**config.mk**
```make
export PLATFORM = sky130hd
export DESIGN_NAME = muldiv_hilo
export DESIGN_NICKNAME = d
export VERILOG_FILES = /design/src/rtl/muldiv_hilo.sv
export SDC_FILE = /design/constraint.sdc
export NUM_CORES = 1
export LEC_CHECK = 0
export ABC_CLOCK_PERIOD_IN_PS = 7900
export BUFFER_PORTS_ARGS = -buffer_cell sky130_fd_sc_hd__buf_4
export CAP_MARGIN = 30
export CELL_PAD_IN_SITES_DETAIL_PLACEMENT = 0
export CELL_PAD_IN_SITES_GLOBAL_PLACEMENT = 2
export CORE_UTILIZATION = 40
export DETAILED_ROUTE_END_ITERATION = 6
export PLACE_DENSITY = 0.95
export SYNTH_ARGS = -nofsm -noshare
export SYNTH_HDL_FRONTEND = slang
export SYNTH_SLANG_ARGS = --single-unit
```
**constraint.sdc**
```tcl
create_clock -name clk -period 7.9 [get_ports clk]
set_input_delay 0.79 -clock clk [delete_from_list [all_inputs] [get_ports clk]]
set_output_delay 0.79 -clock clk [all_outputs]
set_load 0.1 [all_outputs]
```
**src/rtl/muldiv_hilo.sv**
```systemverilog
module muldiv_hilo #(
  parameter int W = 32
) (
  input  logic         clk,
  input  logic         rst_n,
  input  logic         start,
  input  logic [2:0]   op,
  input  logic [W-1:0] rs,
  input  logic [W-1:0] rt,
  output logic         busy,
  output logic         done,
  output logic         ready,
  output logic [W-1:0] rdata,
  output logic         ovf,
  output logic         dbz
);
  localparam int CW = $clog2(W);
  localparam int PW = 2 * W + 1;

  logic [W-1:0]  hi, lo, m;
  logic [PW-1:0] p;
  logic [CW-1:0] cnt;
  logic          is_div, is_sgn, negq, negr, dz;

  wire          sgn = ~op[0];
  wire [W-1:0]  ua  = (sgn && rs[W-1]) ? -rs : rs;
  wire [W-1:0]  ub  = (sgn && rt[W-1]) ? -rt : rt;
  wire          last = (cnt == CW'(W - 1));

  // multiply step: conditional add into upper half, shift right
  wire [W:0]     msum = p[PW-1:W] + {1'b0, (p[0] ? m : {W{1'b0}})};
  wire [2*W-1:0] pmul = {msum, p[W-1:1]};

  // restoring divide step: shift in next dividend bit, try subtract
  wire [W:0]   t    = {p[2*W-1:W], p[W-1]};
  wire [W:0]   diff = t - {1'b0, m};
  wire         ge   = t[W] | ~diff[W];
  wire [W-1:0] tr   = ge ? diff[W-1:0] : t[W-1:0];
  wire [PW-1:0] pdiv = {1'b0, tr, p[W-2:0], ge};

  wire [2*W-1:0] prod = negq ? -pmul : pmul;
  wire [W-1:0]   quo  = dz ? {W{1'b1}} : (negq ? -pdiv[W-1:0] : pdiv[W-1:0]);
  wire [W-1:0]   rem  = negr ? -tr : tr;
  wire [W-1:0]   res_hi = is_div ? rem : prod[2*W-1:W];
  wire [W-1:0]   res_lo = is_div ? quo : prod[W-1:0];
  wire           ov = !is_div &&
                      (is_sgn ? (res_hi != {W{res_lo[W-1]}}) : (res_hi != '0));

  assign ready = ~busy;
  assign rdata = op[0] ? lo : hi;

  always_ff @(posedge clk or negedge rst_n) begin
    if (!rst_n) begin
      hi <= '0; lo <= '0; m <= '0; p <= '0; cnt <= '0;
      busy <= 1'b0; done <= 1'b0; ovf <= 1'b0; dbz <= 1'b0;
      is_div <= 1'b0; is_sgn <= 1'b0; negq <= 1'b0; negr <= 1'b0; dz <= 1'b0;
    end else begin
      done <= 1'b0;
      if (busy) begin
        p   <= is_div ? pdiv : {1'b0, pmul};
        cnt <= cnt + 1'b1;
        if (last) begin
          busy <= 1'b0;
          done <= 1'b1;
          hi   <= res_hi;
          lo   <= res_lo;
          ovf  <= ov;
          dbz  <= is_div && dz;
        end
      end else if (start) begin
        if (!op[2]) begin
          busy   <= 1'b1;
          cnt    <= '0;
          p      <= {{(W + 1){1'b0}}, ua};
          m      <= ub;
          is_div <= op[1];
          is_sgn <= sgn;
          negq   <= sgn && (rs[W-1] ^ rt[W-1]);
          negr   <= sgn && rs[W-1];
          dz     <= (rt == '0);
        end else if (op == 3'd6) begin
          hi <= rs;
        end else if (op == 3'd7) begin
          lo <= rs;
        end
      end
    end
  end
endmodule

```
Yosys cells after proc, flatten, opt, wreduce, memory -nomap -nowiden
Cells that the tools add are included.
{"block": "op_classes", "add_sub_neg": 8, "n_mul": 0, "div_mod_pow": 0, "magnitude_cmp": 0, "eq_ne": 7, "shift": 0, "n_mux": 36, "n_bitwise": 6, "n_reduce_logical": 17}
{"op": "$mux 32", "count": 21}
{"op": "$mux 65", "count": 3}
{"op": "$mux 64", "count": 2}
{"op": "$neg 32->32", "count": 4}
{"op": "$neg 64->64", "count": 1}
{"op": "$add 33x32->33", "count": 1}
{"op": "$sub 33x32->33", "count": 1}
{"op": "$logic_not 32->1", "count": 1}
{"op": "$ne 32x32->1", "count": 1}
{"op": "$reduce_bool 32->1", "count": 1}
{"op": "$mux 5", "count": 3}
{"op": "$reduce_bool 2->1", "count": 4}
{"op": "$mux 1", "count": 7}
{"op": "$eq 3x3->1 const B", "count": 2}
{"op": "$add 5x1->5 const B", "count": 1}
{"op": "$eq 5x5->1 const B", "count": 1}
{"op": "$logic_and 1x1->1", "count": 5}
{"op": "$reduce_and 5->1", "count": 1}
{"op": "$ne 2x1->1 const B", "count": 2}
{"op": "$not 1->1", "count": 4}
{"op": "$reduce_and 2->1", "count": 2}
{"op": "$reduce_and 4->1", "count": 1}
{"op": "$reduce_and 3->1", "count": 1}
{"op": "$ne 2x2->1 const B", "count": 1}
{"op": "3 further kinds", "count": 3}
{"block": "word_totals", "reg_bits": 175, "latch_bits": 0, "ram_bits": 0, "romBits": 0, "output_inout_bits": 37, "n_memories": 0}

Depth between registers and ports, before layout
{"block": "depth", "depth_word": 10, "depth_mapped": 24, "mapped_depth_nobuf": 19}

Worst setup path after synthesis
Ideal clock, no wire load.
{"block": "synth_path", "kind": "register -> register", "start": "register p[31]", "end": "register lo[20]", "arrival_ps": 4982, "required_time_ps": 7818, "path_slack_ps": 2836, "stages_incl_launch_ff": 24, "n_path_buf": 6, "path_cell_list": "dfrtp_1 > clkbuf_1 > inv_1 > ha_1 > fa_1 > nand2b_1 > a21o_1 > a311oi_1 > o31ai_1 > nand2_1 > inv_1 > clkbuf_1 > buf_2 > buf_1 > clkbuf_1 > buf_1 > ha_1 > inv_1 > or3_1 > o21ai_0 > o21a_1 > xnor2_1 > o221ai_1 > a31oi_1"}
{"block": "synth_via", "elab_chain_len": 9}
{"element": "start, declared", "line": "21", "text": "logic [PW-1:0] p;"}
{"element": "start signal, assigned", "line": "60", "text": "p <= is_div ? pdiv : {1'b0, pmul};"}
{"element": "start signal, assigned", "line": "74", "text": "p <= {{(W + 1){1'b0}}, ua};"}
{"element": "$sub 33x32->33", "line": "36", "text": "wire [W:0] diff = t - {1'b0, m};"}
{"element": "$not 1->1", "line": "37", "text": "wire ge = t[W] | ~diff[W];"}
{"element": "$or 1x1->1", "line": "37"}
{"element": "$neg 32->32", "line": "42", "text": "wire [W-1:0] quo = dz ? {W{1'b1}} : (negq ? -pdiv[W-1:0] : pdiv[W-1:0]);"}
{"element": "$mux 32 (2 in a row)", "line": "42"}
{"element": "$mux 32", "line": "45", "text": "wire [W-1:0] res_lo = is_div ? quo : prod[W-1:0];"}
{"element": "$mux 32", "line": "62", "text": "if (last) begin"}
{"element": "$mux 32", "line": "59", "text": "if (busy) begin"}
{"element": "end signal, assigned", "line": "66", "text": "lo <= res_lo;"}
{"element": "end signal, assigned", "line": "84", "text": "lo <= rs;"}
{"element": "end, declared", "line": "20", "text": "logic [W-1:0] hi, lo, m;"}
No other way between the ends. The select of a mux whose other input is x is not followed.
A chain may end at the register's enable or synchronous reset.

Final worst setup path
{"block": "layout_path", "start": "register p[0]", "end": "register ovf"}
{"block": "layout_via", "elab_chain_len": 8}
{"element": "$mux 32", "line": "31", "text": "wire [W:0] msum = p[PW-1:W] + {1'b0, (p[0] ? m : {W{1'b0}})};"}
{"element": "$add 33x32->33", "line": "31"}
{"element": "$neg 64->64", "line": "41", "text": "wire [2*W-1:0] prod = negq ? -pmul : pmul;"}
{"element": "$mux 64", "line": "41"}
{"element": "$mux 32 (on tied branches)", "line": "44, 45"}
{"element": "$ne 32x32->1 or $reduce_bool 32->1 (tied branches)", "line": "47", "text": "(is_sgn ? (res_hi != {W{res_lo[W-1]}}) : (res_hi != '0));"}
{"element": "$mux 1 *", "line": "47"}
{"element": "$logic_and 1x1->1 *", "line": "46", "text": "wire ov = !is_div &&"}
{"element": "end signal, assigned", "line": "67", "text": "ovf <= ov;"}
{"element": "end, declared", "line": "14", "text": "output logic ovf,"}
Mark *: on every way between the ends. The rest lies on a longest branch, timed or not.

==> qor.yml <==
hold_class: "in -> async"
clock_sinks: 174
grt_max_degree: 75
synth_area_sq_um: 18700
min_period_ps: 6550
cts.path.max_buffers: 2
dpl_cell_area_sq_um: 19800
crit_path_end_kind: "flop"
synth_top_family_by_area: "compound AO/OA/AOI/OAI gates"
critical_path.cell_chain: "inv_1 > buf_4 > nor2_1 > fa_1 > a21o_1 > a221oi_2 > o21ai_0 > a211oi_1 > o21ai_0 > xnor2_1 > o311ai_0 > o31ai_1 > a311oi_1 > and3_1 > nand4b_1 > nor4_1 > nand4b_1 > a21boi_2 > a41oi_2"
start_util: 0.410
synth_xor_xnor_area_share: 0.0953
ys_seq_area_frac: 0.232
worst_pin_slew_ps: 1070
dp_hpwl_um: 59100
crit_arrival_ps: 6930
worstSetupStartpoint: "p[0]$_DFFE_PN0P_"
grt_pass1_wl_um: 114000
ctsRootBufferMaster: "clkbuf_16"
grtUsageTotal: 0.319
skew_ps: 14.5
hold_violations: 0
cts_buffers: 17
cpLargestDelayFamily: "compound AO/OA/AOI/OAI gates"
grt_pass1_vias: 18000
drc: 0
post-route-period-util: 0.829
ys.flop_type: "dfrtp_1"
via_per_inst: 6.40
worstPathRequired_ps: 8280
die_y_um: 218
critPathMaxFanout: 33
die_area_sq_um: 47700
syn_inst: 2510
slew_violations: 0
final_util: 0.446
slowest_stage: "a221oi_2"
post_cts_resized: 0
ys_types: 100
wl_per_cell_um: 24.7
ys_ff_latch: 174
drive_gt1_frac: 0.108
fp.coreArea_sq_um: 45800
num_rows: 78
maxCapViolCount: 0
synth-edff-count: 0
area_growth_pct: 9.02
outcome: "complete, no violations"
synth-compound-area-share: 0.285
syn_avg_cell_area_sq_um: 7.47
r2r-start: "p[0]$_DFFE_PN0P_"
criticalPathCategory: "reg -> reg"
ant_nets: 0
muxShareOfSynthArea: 0.0547
critPathLaunchType: "flop"
worst-path-buf-inv: 2
drt_iter0_drc: 2304
synth_nets: 2652
relSlewSlack: 0.276
grt_overflow: 0
synthTopCellsByCount: "nand2_1 (332), nor2_1 (236), o21ai_0 (212)"
cts_tree: "yes"
io_pins: 107
num-fill-cells: 4628
synth-simple-area-share: 0.231
wirelength_um: 76400
ys.warnings.count: 0
synth_top_area_frac: 0.232
firstDrtPassIters: 6
ys_top_cells_by_area: "dfrtp_1 (23%), xnor2_1 (6.7%), nand2_1 (6.6%), o21ai_0 (5.7%), nor2_1 (4.7%)"
yosys.area.top_type: "dfrtp_1"
rsz0062_at_grt: "no"
hold_slack_ps: 276
design_area_sq_um: 20400
fin_nets: 2619
ys_async_sr_fraction: 1.00
path_clk_slew_ps: 80
port_buffers: 106
vias: 19800
post_cts_buffers: 0
die_w_um: 218
setup_viol: 0
max_freq_ghz: 0.153
antenna_cells: 0
cts_max_level: 4
fin_setup_tns_ps: 0
clock_latency_ps: 510
yosysMostFrequentCell: "nand2_1"
slowest_delay_ps: 700
hold_buffers: 0
gp_congestion: 0.963
antenna_found_initial: 3
synthAdderAreaFrac: 0.0489
## layout make-up
class                   count  area [sq um]  area share
well taps                 600           751      0.0367
flip-flops and latches    174          4360       0.213
inverters                  74           278      0.0136
repair buffers            132          1010      0.0495
clock buffers              17           425      0.0208
clock inverters            15           168     0.00820
multi-input cells        2078         13400       0.658
## routing by layer
metal / routed length, um / track usage / part of all wire
met4: 2020 / 0.103 / 0.026
met5: 19 / 0 / 0.00025
met3: 7180 / 0.0688 / 0.094
met2: 32400 / 0.461 / 0.42
met1: 34800 / 0.465 / 0.46
## state kept, by name, indices dropped and copies added, names as in the netlist, 5 cells and up
register / cells
cnt: 5
hi: 32
lo: 32
p: 64
m: 32
## final timing paths
kind / end / slack (ps) / cells past startpoint
min in group clk: hi[29]$_DFFE_PN0P_ / 480 / 2
max in group asynchronous: is_div$_DFFE_PN0P_ / 6270 / 2
setup / recovery: ovf$_DFFE_PN0P_ / 1350 / 19
hold / removal: lo[10]$_DFFE_PN0P_ / 280 / 1
setup reg to reg: ovf$_DFFE_PN0P_ / 1350 / 19
hold reg to reg: hi[29]$_DFFE_PN0P_ / 480 / 2
## per-stage QoR
step                      setup slack (ps)  cells
after floorplan                       2840   2510
after global placement                1580   3055
after detailed placement              1650   3057
after CTS                             1600   3089
after global routing                   915   3090
final                                 1350   3090
## placed cells by master (no fill, tap or decap), types with 30 or more instances in the layout
cell type  count
nand3_1       47
nor2_1       235
o211ai_1      36
xnor2_1      144
inv_1         72
a31oi_1       63
buf_4        128
mux2_2        38
nand2_1      331
nor4_1        30
xor2_1        60
dfrtp_1      171
a21oi_1      141
or3_1         37
o21a_1        30
ha_1          70
o21ai_0      212
o31ai_1       30
nor3_1        52
o221ai_1      30
mux2i_1       56
## kinds of logic (layout without fill, tap and decap cells)
kind of cell / after synthesis / after routing
AO/OA/AOI/OAI: 793 / 793
buffers and inverters: 258 / 238
multiplexers: 96 / 96
flip-flops: 174 / 174
AND/OR/NAND/NOR: 913 / 913
XOR/XNOR: 204 / 204
adder cells (fa/ha/maj): 72 / 72
Power is not shown: default switching activity piles up to over one toggle a cycle in this logic, so the estimate is an artifact.
